[src/rtl/bscan_pkg.sv]
package bscan_pkg;
  // Decoded strobes passed from control to datapath
  typedef struct packed {
    logic capture;
    logic shift;
    logic update;
    logic extest;
  } bscStrobe_t;
endpackage

[src/rtl/bscan_ctrl.sv]
module bscan_ctrl
  import bscan_pkg::*;
(
  input  logic       captureEn,
  input  logic       shiftEn,
  input  logic       updateEn,
  input  logic       extestMode,
  output bscStrobe_t strobe
);
  // Capture has priority over shift; update is independent
  always_comb begin
    strobe.capture = captureEn;
    strobe.shift   = shiftEn & ~captureEn;
    strobe.update  = updateEn;
    strobe.extest  = extestMode;
  end
endmodule

[src/rtl/bscan_datapath.sv]
module bscan_datapath
  import bscan_pkg::*;
#(
  parameter int NI = 1,
  parameter int NO = 1,
  parameter int NB = 6
) (
  input  logic          clk,
  input  logic          rstN,
  input  bscStrobe_t    strobe,
  input  logic          scanIn,
  output logic          scanOut,
  input  logic [NI-1:0] padRx,
  output logic [NI-1:0] coreRx,
  input  logic [NO-1:0] coreTx,
  output logic [NO-1:0] padTx,
  input  logic [NB-1:0] padBiIn,
  output logic [NB-1:0] coreBiIn,
  input  logic [NB-1:0] coreBiOut,
  input  logic [NB-1:0] coreBiOe,
  output logic [NB-1:0] padBiOut,
  output logic [NB-1:0] padBiOe
);
  localparam int LEN      = NI + NO + 3 * NB;
  localparam int OFS_BIN  = NI;
  localparam int OFS_OUT  = NI + NB;
  localparam int OFS_BOUT = OFS_OUT + NO;
  localparam int OFS_BOE  = OFS_BOUT + NB;

  logic [LEN-1:0] capVec;
  logic [LEN-1:0] shiftQ;
  logic [LEN-1:0] updQ;

  // Inputs nearest scanIn, outputs then enables nearest scanOut
  assign capVec = {coreBiOe, coreBiOut, coreTx, padBiIn, padRx};

  for (genvar i = 0; i < LEN; i++) begin : g_cell
    logic serIn;
    logic shiftBit;
    logic updBit;

    if (i == 0) begin : g_head
      assign serIn = scanIn;
    end else begin : g_link
      assign serIn = shiftQ[i-1];
    end

    always_ff @(posedge clk or negedge rstN) begin
      if (!rstN) begin
        shiftBit <= 1'b0;
      end else if (strobe.capture) begin
        shiftBit <= capVec[i];
      end else if (strobe.shift) begin
        shiftBit <= serIn;
      end
    end

    always_ff @(posedge clk or negedge rstN) begin
      if (!rstN) begin
        updBit <= 1'b0;
      end else if (strobe.update) begin
        updBit <= shiftBit;
      end
    end

    assign shiftQ[i] = shiftBit;
    assign updQ[i]   = updBit;
  end

  assign scanOut = shiftQ[LEN-1];

  // Mode multiplexing between core, pads and update latches
  assign coreRx   = strobe.extest ? updQ[0 +: NI]        : padRx;
  assign coreBiIn = strobe.extest ? updQ[OFS_BIN +: NB]  : padBiIn;
  assign padTx    = strobe.extest ? updQ[OFS_OUT +: NO]  : coreTx;
  assign padBiOut = strobe.extest ? updQ[OFS_BOUT +: NB] : coreBiOut;
  assign padBiOe  = strobe.extest ? updQ[OFS_BOE +: NB]  : coreBiOe;
endmodule

[src/rtl/bscan_pad_chain.sv]
module bscan_pad_chain
  import bscan_pkg::*;
#(
  parameter int NI = 1,
  parameter int NO = 1,
  parameter int NB = 6
) (
  input  logic          clk,
  input  logic          rstN,
  input  logic          captureEn,
  input  logic          shiftEn,
  input  logic          updateEn,
  input  logic          extestMode,
  input  logic          scanIn,
  output logic          scanOut,
  input  logic [NI-1:0] padRx,
  output logic [NI-1:0] coreRx,
  input  logic [NO-1:0] coreTx,
  output logic [NO-1:0] padTx,
  input  logic [NB-1:0] padBiIn,
  output logic [NB-1:0] coreBiIn,
  input  logic [NB-1:0] coreBiOut,
  input  logic [NB-1:0] coreBiOe,
  output logic [NB-1:0] padBiOut,
  output logic [NB-1:0] padBiOe
);
  bscStrobe_t strobe;

  bscan_ctrl ctrl_i (
    .captureEn (captureEn),
    .shiftEn   (shiftEn),
    .updateEn  (updateEn),
    .extestMode(extestMode),
    .strobe    (strobe)
  );

  bscan_datapath #(.NI(NI), .NO(NO), .NB(NB)) dp_i (
    .clk      (clk),
    .rstN     (rstN),
    .strobe   (strobe),
    .scanIn   (scanIn),
    .scanOut  (scanOut),
    .padRx    (padRx),
    .coreRx   (coreRx),
    .coreTx   (coreTx),
    .padTx    (padTx),
    .padBiIn  (padBiIn),
    .coreBiIn (coreBiIn),
    .coreBiOut(coreBiOut),
    .coreBiOe (coreBiOe),
    .padBiOut (padBiOut),
    .padBiOe  (padBiOe)
  );
endmodule

[config.mk]
export PLATFORM = sky130hd
export DESIGN_NAME = bscan_pad_chain
export DESIGN_NICKNAME = d
export VERILOG_FILES = /design/src/rtl/bscan_pkg.sv /design/src/rtl/bscan_ctrl.sv /design/src/rtl/bscan_datapath.sv /design/src/rtl/bscan_pad_chain.sv
export SDC_FILE = /design/constraint.sdc
export NUM_CORES = 1
export LEC_CHECK = 0
export ABC_AREA = 1
export BUFFER_PORTS_ARGS = -buffer_cell sky130_fd_sc_hd__buf_4
export CORE_MARGIN = 3
export CORE_UTILIZATION = 59
export CTS_BUF_LIST = sky130_fd_sc_hd__clkbuf_2
export CTS_CLUSTER_SIZE = 25
export DETAILED_ROUTE_END_ITERATION = 7
export GPL_TIMING_DRIVEN = 0
export PLACE_DENSITY_LB_ADDON = 0.08
export REMOVE_ABC_BUFFERS = 1
export SETUP_SLACK_MARGIN = 0.1
export SLEW_MARGIN = 10
export SYNTH_ARGS = -nofsm -noshare
export SYNTH_HDL_FRONTEND = slang
export SYNTH_SLANG_ARGS = --single-unit
[constraint.sdc]
create_clock -name clk -period 1.75 [get_ports clk]
set_input_delay 0 -clock clk [delete_from_list [all_inputs] [get_ports clk]]
set_output_delay 0 -clock clk [all_outputs]
set_load 0.05 [all_outputs]
# Word-level counts from Yosys, hierarchy flattened

Index checks and enable logic that the tools add are counted.
W data, S select, Z words.

Bits in registers: 40
Word-level logic and storage cells: 88
Input bits: 27
Output and inout bits: 21

Muxes and demuxes: 45
Bitwise operators: 2
Reductions and logical operators: 1

Operators by type and width:

| cell               | number |
|---|---|
| $mux W1            | 42 |
| $mux W6            | 3 |
| $reduce_bool A2 Y1 | 1 |
| $and A1 B1 Y1      | 1 |
| $not A1 Y1         | 1 |

# Longest topological paths before layout

Gate-level depths: netlist of the first run.

Depth after elaboration: 4
Depth in mapped cells: 6
Gate-level depth less buffers: 5

# By module

Synthesis of the first run repeated with hierarchy kept, for this count alone.

Cell total of the unflattened synthesis: 284
Area, all modules: 2,015.7 sq um

By module, submodules not included:

| module         | sequential area each (sq um) | cells each | times used | area each (sq um) |
|---|---|---|---|---|
| bscan_datapath | 1,001.0                      | 279        | 1          | 1,983.2 |
| bscan_ctrl     | 0.0                          | 5          | 1          | 32.5 |

# Worst setup path after synthesis of the first run

No wires, ideal clock.

Kind: reg2out
Start point: register dp_i.g_cell[1].updBit
End point: output port coreBiIn[0]
Cell stages (with the launch flop): 3
Slack: 0.627 ns
Arrival time: 1.123 ns
Data required time: 1.750 ns
Path buffers: 0
Cells stage by stage: dfrtp_1 > inv_1 > a21oi_1

Cells in the longest elaborated chain, start to end: 1

Ends and longest elaborated chain:

| element                | RTL line              | RTL |
|---|---|---|
| start, declared        | bscan_datapath.sv:40  | `logic updBit;` |
| start signal, assigned | bscan_datapath.sv:62  | `updBit <= shiftBit;` |
| $mux W6                | bscan_datapath.sv:74  | `assign coreBiIn = strobe.extest ? updQ[OFS_BIN +: NB] : padBiIn;` |
| end, declared          | bscan_pad_chain.sv:21 | `output logic [NB-1:0] coreBiIn,` |

Every way passes these cells.

# Final worst setup path of the first run

Start point: input port shiftEn
End point: register dp_i.g_cell[4].shiftBit

Cells in the longest elaborated chain, start to end: 2

Ends and longest elaborated chain:

| element                             | RTL line              | RTL |
|---|---|---|
| start, declared                     | bscan_pad_chain.sv:11 | `input logic shiftEn,` |
| $and A1 B1 Y1                       | bscan_ctrl.sv:13      | `strobe.shift = shiftEn & ~captureEn;` |
| $reduce_bool A2 Y1 (no source line) | -                     |  |
| end signal, assigned                | bscan_datapath.sv:52  | `shiftBit <= capVec[i];` |
| end signal, assigned                | bscan_datapath.sv:54  | `shiftBit <= serIn;` |
| end, declared                       | bscan_datapath.sv:39  | `logic shiftBit;` |

Every way passes these cells.
A chain may end at the register's enable or synchronous reset.

==> key figures, run 1 <==
Global routing
  – Largest net degree at the start of global routing: 41
  – GRT overflow: 0
  – Routing usage on met2: 43.0%
  – M3 GR Usage: 4.92%
  – Most used routing layer: met2
  – Global-route wire length before repair: 8500 um
  – GRT met1 Usage: 33.9%
  – Number of global-route vias before repair: 1864
  – Tot GR Track Use: 26.1%
  – Initial antenna violation count: 0

Timing
  – Slew headroom: 66.1%
  – Final Hold Viols: 0
  – Fmax: 0.784 GHz
  – Setup Skew: 0.0254 ns
  – Max-slew violations: 0
  – Setup TNS: 0 ns
  – Slew @ Worst Pin: 0.509 ns
  – RSZ-0062 raised after global routing: no
  – # setup viols final: 0
  – Tcrit/Tclk final: 72.9%
  – Min Tclk post-route: 1.28 ns

Synthesis
  – Adder-cell area share of the yosys netlist: 0%
  – Post-synthesis compound-gate area fraction: 10.1%
  – Main combinational cell family by area after synthesis: simple AND/OR/NAND/NOR gates
  – Post-synthesis sequential area ratio: 50.7%
  – Xor/xnor share of the synthesized area: 0%
  – Synthesized area: 1970 sq um
  – Simple-Gate Fraction of Synth Area: 30.8%
  – Syn avg cell area: 7.07 sq um
  – #FFs+latches synth: 40
  – Warnings, synthesis: 0
  – Post-Syn Instances: 279
  – Post-synthesis mux area share: 0%
  – Unique masters post-synth: 11

Setup path
  – Critical Path Start Type: input port
  – CP Buf/Inv Count: 3
  – Crit path max-delay family: buffers and inverters
  – Worst R2R Start: dp_i.g_cell[10].serIn
  – Most used cell, CP: nand2_1
  – Worst EP required: 2.04 ns
  – Cell Chain, Critical Path: dlygate4sd3_1 > buf_4 > nor2_4 > inv_2 > nand2_1 > nand2_1
  – CP endpoint: dp_i.g_cell[4].shiftBit
  – Arr. time, crit path: 1.56 ns
  – Worst path max stage delay: 0.53 ns
  – Worst Setup SP: shiftEn
  – CP Max Fanout: 21
  – R2R depth: 4
  – WP depth: 6
  – R2R Path End: dp_i.g_cell[10].shiftBit
  – Critical path endpoint category: flop
  – Critical Path Slowest Stage Cell: dlygate4sd3_1
  – CP Class: in2reg
  – Worst reg2reg setup slack: 0.97 ns

Place
  – Gpl congestion: 0.735
  – Hpwl dp: 2610 um
  – Port bufs: 47
  – Post-DP Area: 2300 sq um

Clocking
  – CTS root buffer: clkbuf_2
  – CTS buffer count: 5
  – CTS tree: yes
  – Clock sinks: 40
  – Worst-path clk slew: 0.21 ns
  – H-tree depth: 2
  – Clock Path Buffers: 2
  – Clock latency on the worst-skew pair: 0.40 ns

Finish
  – Number of diodes: 0
  – Area of the multi-input gates: 812 sq um
  – Area Overhead vs Synth: 31.6%
  – Seq. cell area: 1000 sq um
  – Share of cells above drive strength 1: 16.4%
  – Post-layout nets: 367
  – Filler cells: 217
  – Post-route cell area: 2600 sq um

Power
  – Internal Power: 0.00150 W
  – Switching share of power: 34.7%
  – Clk pwr share: 23.2%
  – Leakage Power: 1.41 nW
  – Max VDD drop: 0.000717 V
  – Total power: 0.00229 W
  – Sequential Power Share: 47.8%
  – Logic gate share of total power: 29.0%
  – Power Density: 884 nW/um^2
  – P_sw: 0.000795 W

Routing
  – Routed Antenna Nets: 0
  – Final WL: 4690 um
  – Drt initial violations: 186
  – Drt wl/cell: 12.2 um
  – Number of remaining DRC errors: 0
  – Avg Vias per Cell: 4.89
  – Via count: 1881
  – DR pass1 iterations: 4

Floorplanning
  – Core area: 3130 sq um
  – Cell Rows: 20
  – Die Wd: 63.8 um
  – Initial Utilization: 63.1%
  – IO Pins: 48
  – Die H: 63.8 um
  – Die ar.: 4070 sq um

Job
  – Max cap viols: 0

Outcome
  – Status: completed

Hold path
  – Worst min path class: in2reg
[synthesized netlist by cell type]
master / count / share of area [%]
inv_2: 2 / 0.38
inv_1: 20 / 3.8
nand2_1: 140 / 27
buf_2: 12 / 3.0
nor2_2: 1 / 0.32
buf_4: 2 / 0.76
o21ai_0: 20 / 5.1
clkbuf_1: 2 / 0.38
a21oi_1: 20 / 5.1
nor2_1: 20 / 3.8
dfrtp_1: 40 / 51
[cell usage in the layout (no fill, tap or decap)]
master and instances:
buf_4 47, dfrtp_1 40, dlygate4sd3_1 23, o21ai_0 20
inv_1 20, nand2_1 140, nor2_1 20, a21oi_1 20
clkbuf_2 5, inv_2 2, bufinv_16 1, clkinv_1 2
nor2_4 1
[metrics by stage]
stage | cells | setup WS (ns) | utilization [%] | hold WS (ns)
after global placement | 354 | 0.160 | 73.5 | 0.00679
final | 385 | 0.475 | 83.0 | 0.00549
after detailed placement | 354 | 0.169 | 73.5 | 0.00595
after global routing | 385 | 0.401 | 83.0 | 0.0304
after floorplan | 263 | 0.627 | - | -0.296
after CTS | 385 | 0.147 | 82.8 | 0.0141
[routing by layer]
| metal | up-vias | share of wire [%] |
|---|---|---|
| li1 | 971 | - |
| met1 | 848 | 43 |
| met2 | 55 | 50 |
| met3 | 7 | 5.5 |
| met4 | 0 | 1.2 |
| met5 | - | 0 |
[worst min-delay path, stage by stage]
cell and delay (ns):
buf_4 0.23, nand2_1 0.10, o21ai_0 0.06
[kinds of logic (layout without fill, tap and decap cells)]
logic type | count (synthesis) | count (layout)
buffers and inverters | 38 | 100
AOI/OAI and AO/OA | 40 | 40
DFF | 40 | 40
and+or+nand+nor | 161 | 161
[worst min-delay path by stage]
stage,cells past startpoint,slack (ns),to,from
final,3,0.005,dp_i.g_cell[18].updBit,updateEn
after global routing,3,0.03,dp_i.g_cell[11].updBit,updateEn
after CTS,3,0.01,dp_i.g_cell[2].updBit,updateEn
after detailed placement,1,0.006,dp_i.g_cell[0].updBit,rstN
after global placement,1,0.007,dp_i.g_cell[0].updBit,rstN
after floorplan,0,-0.30,dp_i.g_cell[0].shiftBit,rstN
[flip-flops by register name, summed over array words and instances (netlist names)]
| register | count |
|---|---|
| dp_i.scanOut | 1 |
| dp_i.g_cell.updBit | 20 |
| dp_i.g_cell.shiftBit | 18 |
| dp_i.g_cell.serIn | 1 |
[what timing repair did]
item / 4_1_cts / 5_1_grt
gates resized for setup: 0 / 1
buffers inserted: 0 / 0
setup endpoints to repair: 0 / 20
hold endpoints to repair: 60 / 0
hold buffers: 23 / 0
[final cells by class]
type                            count  share of cell area (%)
Multi-Input combinational cell    201                    31.3
Sequential cell                    40                    38.6
Clock inverter                      3                    1.45
Tap cell                           44                    2.12
Timing Repair Buffer               70                    22.5
Clock buffer                        5                   0.964
Inverter                           22                    3.18
[power groups by stage]
| stage | combinational, W | clock (W) | sequential (W) |
|---|---|---|---|
| floorplan | 0.000384 | 0 | 0.00111 |
| global placement | 0.000603 | 0 | 0.00111 |
| finish | 0.000665 | 0.000532 | 0.00110 |
| global route | 0.000736 | 0.000577 | 0.00111 |
| detailed placement | 0.000614 | 0 | 0.00111 |
| CTS | 0.000658 | 0.000535 | 0.00110 |
Power figures use the tool's default switching activity.
==> inputs of run 2 (changes only) <==
Settings changed: CORE_UTILIZATION 59 to 55.
Clock period 1.75 ns to 1.2 ns, I/O delays scaled along.
==> run 2 against run 1 <==
  * Worst setup slack got worse by 0.50 ns
  * Highest routed layer unchanged
  * Wire length up 4.8%
  * Sequential cell count stayed put
  * The flow now finishes with violations (hold timing, setup timing)
  * Combinational power up 64%
  * Largest power group unchanged
==> key figures, run 2 (synthesis gave the netlist of run 1 again) <==
Outcome
  – Status: finished with violations
  – Violated checks: hold timing, setup timing

Floorplanning
  – Cell Rows: 21
  – Die H: 65.9 um
  – Initial Utilization: 58.2%
  – IO Pins: 48
  – Die ar.: 4340 sq um
  – Die Wd: 65.9 um
  – Core area: 3390 sq um

Place
  – Gpl congestion: 0.749
  – Hpwl dp: 2580 um
  – Dpl cells: 356
  – Port bufs: 47

Clocking
  – Clock sinks: 40
  – H-tree depth: 2
  – CTS root buffer: clkbuf_2
  – Clock Path Buffers: 2
  – Clock latency on the worst-skew pair: 0.41 ns
  – CTS tree: yes
  – # hold bufs at CTS: 23
  – CTS buffer count: 5
  – Worst-path clk slew: 0.20 ns

Finish
  – Share of cells above drive strength 1: 27.0%
  – Final Util: 80.5%
  – Most frequent cells in the layout: 140 x nand2_1, 40 x dfrtp_1, 34 x buf_4
  – Commonest non-fill, non-tap cell in the layout: nand2_1
  – Filler cells: 237
  – Top reg by flops: dp_i.g_cell.updBit
  – Post-layout nets: 371
  – Largest register FFs: 20
  – Non-filler cells, final: 391
  – Number of diodes: 0
  – Seq. cell area: 1000 sq um
  – Top flop regs: dp_i.g_cell.updBit (20), dp_i.g_cell.shiftBit (18)
  – Area Overhead vs Synth: 38.3%
  – Area of the multi-input gates: 872 sq um

Routing
  – Number of remaining DRC errors: 0
  – Final WL: 4920 um
  – DR pass1 iterations: 4
  – Drt initial violations: 116
  – Avg Vias per Cell: 4.98
  – Routed Antenna Nets: 0
  – Drt wl/cell: 12.6 um
  – Via count: 1947

Setup path
  – Worst EP required: 1.20 ns
  – Critical Path Slowest Stage Cell: dfrtp_1
  – Critical path endpoint category: primary output
  – Critical Path Start Type: flop
  – Cell Chain, Critical Path: inv_1 > a21oi_1 > buf_4
  – CP Class: reg2out
  – CP Max Fanout: 2
  – Arr. time, crit path: 1.23 ns
  – Worst path max stage delay: 0.37 ns

Timing
  – Setup ws final: -0.0286 ns
  – Final Hold Viols: 20
  – Setup TNS: -0.0286 ns
  – Fmax: 0.814 GHz
  – Max-slew violations: 0
  – Slew headroom: 65.1%
  – # setup viols final: 1
  – Min Tclk post-route: 1.23 ns
  – Setup Skew: 0.0123 ns
  – Slew @ Worst Pin: 0.523 ns
  – Hold slack: -0.0922 ns
  – RSZ-0062 raised after global routing: yes
  – Tcrit/Tclk final: 102%

Global routing
  – Initial antenna violation count: 0
  – Largest net degree at the start of global routing: 41
  – Number of global-route vias before repair: 1571
  – Global-route wire length before repair: 7470 um
  – Tot GR Track Use: 22.9%
  – GRT overflow: 0

Power
  – Sequential Power Share: 48.7%
  – Clk pwr share: 18.4%
  – P_sw: 0.00123 W
  – Total power: 0.00332 W
  – Logic gate share of total power: 32.9%
  – Internal Power: 0.00208 W
  – Switching share of power: 37.2%
  – Max VDD drop: 0.000728 V
  – Leakage Power: 1.44 nW
  – Power Density: 1220 nW/um^2

Hold path
  – Worst min path class: in2reg

Job
  – Max cap viols: 0
-- run 2: layout make-up --
cell class / count / share of cell area (%)
multi-input combinational: 201 / 32.0
tap: 46 / 2.11
inverter: 22 / 3.03
timing repair buffer: 74 / 24.8
clock inverter: 1 / 0.138
sequential: 40 / 36.7
clock buffer: 7 / 1.28
-- run 2: final timing paths --
path	from	cells after the start	slack, ns	to
max reg2reg	dp_i.g_cell[17].shiftBit	4	0.43	dp_i.g_cell[18].shiftBit
min	shiftEn	4	-0.09	dp_i.g_cell[7].shiftBit
max in group asynchronous	rstN	2	0.77	dp_i.g_cell[16].updBit
min in group asynchronous	rstN	2	0.07	dp_i.g_cell[1].updBit
max	dp_i.g_cell[1].updBit	3	-0.03	coreBiIn[0]
min reg2reg	dp_i.g_cell[8].shiftBit	2	0.54	dp_i.g_cell[8].shiftBit
-- run 2: through the flow --
stage,setup slack (ns),hold WS [ns],cell area (sq um)
after CTS,0.0107,-0.104,2610
after global routing,-0.0632,-0.110,2730
final,-0.0286,-0.0922,2730
after detailed placement,-0.401,0.00327,2300
after global placement,-0.396,0.00600,2300
after floorplan,0.0771,-0.296,1890
-- run 2: critical path: cells and delay by family (launching register included) --
family / cells / cell delay [ns]
buffers and inverters: 2 / 0.28
DFF: 1 / 0.37
AOI/OAI and AO/OA: 1 / 0.16
-- run 2: layer usage --
metal	wire length, um	GRT usage, %
met3	260	5.78
met5	0	0
met2	2410	36.7
met4	61	7.77
met1	2190	30.0
-- run 2: repair_timing --
item                                    in CTS  in global routing
endpoints found under the setup margin      37                 21
gates resized for setup                      5                 45
setup buffers                                3                  1
pin swaps                                   17                  4
endpoints found under the hold margin       69                 20
-- run 2: power groups by stage --
stage | registers [W] | clock network [W] | logic, W
global placement | 0.00162 | 0 | 0.000881
global route | 0.00163 | 0.000668 | 0.00118
floorplan | 0.00162 | 0 | 0.000559
detailed placement | 0.00162 | 0 | 0.000896
finish | 0.00161 | 0.000610 | 0.00109
CTS | 0.00160 | 0.000608 | 0.000985
==> inputs of run 3 (changes only) <==
Settings changed: CORE_UTILIZATION 55 to 53, CTS_BUF_LIST sky130_fd_sc_hd__clkbuf_2 to sky130_fd_sc_hd__clkbuf_4 sky130_fd_sc_hd__clkbuf_8 sky130_fd_sc_hd__clkbuf_16.
==> run 3 against run 2 <==
  * The run now ends clean
  * Clock-buffer cell count down 1
  * Worst hold slack better by 0.096 ns
  * Via count down 9.4%
  * Combinational power down 17%
  * Clock power up 39%
  * Critical path depth unchanged
  * Critical endpoint is now padBiOut[5]
  * Largest cell class unchanged
==> key figures, run 3 (synthesis gave the netlist of run 1 again) <==
Routing
  – Drt initial violations: 96
  – Number of remaining DRC errors: 0
  – Drt wl/cell: 11.7 um
  – Avg Vias per Cell: 4.83
  – Routed Antenna Nets: 0
  – Final WL: 4260 um
  – DR pass1 iterations: 4
  – Via count: 1764

Timing
  – Slew @ Worst Pin: 0.501 ns
  – Fmax: 0.971 GHz
  – Setup TNS: 0 ns
  – Min Tclk post-route: 1.03 ns
  – RSZ-0062 raised after global routing: no
  – Tcrit/Tclk final: 85.8%
  – Setup Skew: 0.00681 ns
  – Slew headroom: 66.5%
  – Max-slew violations: 0
  – # setup viols final: 0
  – Setup ws final: 0.170 ns
  – Hold slack: 0.00396 ns
  – Final Hold Viols: 0

Setup path
  – Worst reg2reg setup slack: 0.45 ns
  – CP Class: reg2out
  – Critical path endpoint category: primary output
  – Arr. time, crit path: 1.03 ns
  – CP Max Fanout: 2
  – Worst EP required: 1.20 ns
  – R2R depth: 4
  – Critical Path Start Type: flop

Place
  – Dpl cells: 356
  – Port bufs: 47
  – Hpwl dp: 2640 um
  – Pre-CTS WS: -0.405 ns
  – Gpl congestion: 0.728

Global routing
  – GRT overflow: 0
  – Tot GR Track Use: 20.7%
  – Largest net degree at the start of global routing: 41
  – Global-route wire length before repair: 7000 um
  – Number of global-route vias before repair: 1658
  – Initial antenna violation count: 0

Clocking
  – CTS tree: yes
  – Clock Path Buffers: 2
  – Clock sinks: 40
  – Worst-path clk slew: 0.07 ns
  – CTS root buffer: clkbuf_8
  – Post-CTS Setup Inserts: 0
  – H-tree depth: 2
  – Clock latency on the worst-skew pair: 0.29 ns
  – CTS buffer count: 5

Floorplanning
  – Die Wd: 67.0 um
  – Die H: 67.0 um
  – Core area: 3470 sq um
  – IO Pins: 48
  – Initial Utilization: 56.9%
  – Die ar.: 4490 sq um
  – Cell Rows: 21

Finish
  – Non-filler cells, final: 365
  – Number of diodes: 0
  – Area Overhead vs Synth: 22.6%
  – Top flop regs: dp_i.g_cell.updBit (20), dp_i.g_cell.shiftBit (18)
  – Post-layout nets: 346
  – Top reg by flops: dp_i.g_cell.updBit
  – Most frequent cells in the layout: 140 x nand2_1, 47 x buf_4, 40 x dfrtp_1
  – Share of cells above drive strength 1: 18.8%
  – Final Util: 69.7%
  – Filler cells: 333
  – Commonest non-fill, non-tap cell in the layout: nand2_1
  – Largest register FFs: 20

Outcome
  – Status: completed

Job
  – Max cap viols: 0

Hold path
  – Hold Path Stages: 5
  – Worst min path class: in2reg

Power
  – Max VDD drop: 0.00104 V
  – Power Density: 1390 nW/um^2
  – Leakage Power: 1.33 nW
## run 3: cell types whose count changed in the layout (fill, tap and decap cells not counted), sizes merged
| cell | before | now |
|---|---|---|
| clkbuf | 7 | 6 |
| buf | 51 | 47 |
| dlygate4sd3 | 23 | 2 |
## run 3: routing by layer
layer  GRT usage (%)  vias up  share of wire (%)
met1            25.4      792                 46
met5               0        -                  0
met4            7.59        0                1.1
li1                -      926                  -
met3            4.55        6                5.1
met2            35.3       40                 48
## run 3: what timing repair did
item,in CTS,in global routing
gates resized for setup,1,3
hold buffers,2,0
endpoints found under the hold margin,41,0
endpoints found under the setup margin,20,3
pin swaps,0,0
## run 3: path summary, 6_finish.rpt
| kind | startpoint | to |
|---|---|---|
| max | dp_i.g_cell[13].updBit | padBiOut[5] |
| min | padRx | dp_i.g_cell[0].shiftBit |
| max reg2reg | dp_i.g_cell[11].shiftBit | dp_i.g_cell[12].shiftBit |
| min reg2reg | dp_i.g_cell[4].shiftBit | dp_i.g_cell[4].shiftBit |
| max in group asynchronous | rstN | dp_i.g_cell[4].updBit |
| min in group asynchronous | rstN | dp_i.g_cell[0].updBit |
## run 3: power breakdown
group          internal, W  switching [W]  total, W  leakage (nW)
sequential         0.00151      0.0000848   0.00160         0.502
combinational     0.000291       0.000618  0.000908         0.785
clock             0.000418       0.000428  0.000846        0.0445
## run 3: critical path, stage by stage (launching register included)
cell and delay, ns:
dfrtp_1 0.33, inv_1 0.05, a21oi_1 0.15, buf_4 0.22
## run 3: cell type report
cell class	count	area [sq um]	share of cell area (%)
flip-flops and latches	40	1000	41.4
multi-input cells	201	823	34.0
clock inverters	1	5.00	0.207
repair buffers	49	373	15.4
inverters	22	82.6	3.41
clock buffers	6	76.3	3.16
well taps	46	57.6	2.38
## run 3: through the flow
step	power (W)	instance area, sq um
finish	0.00335	2420
global route	0.00354	2420
CTS	0.00337	2410
detailed placement	0.00252	2300
global placement	0.00250	2300
floorplan	0.00218	1890
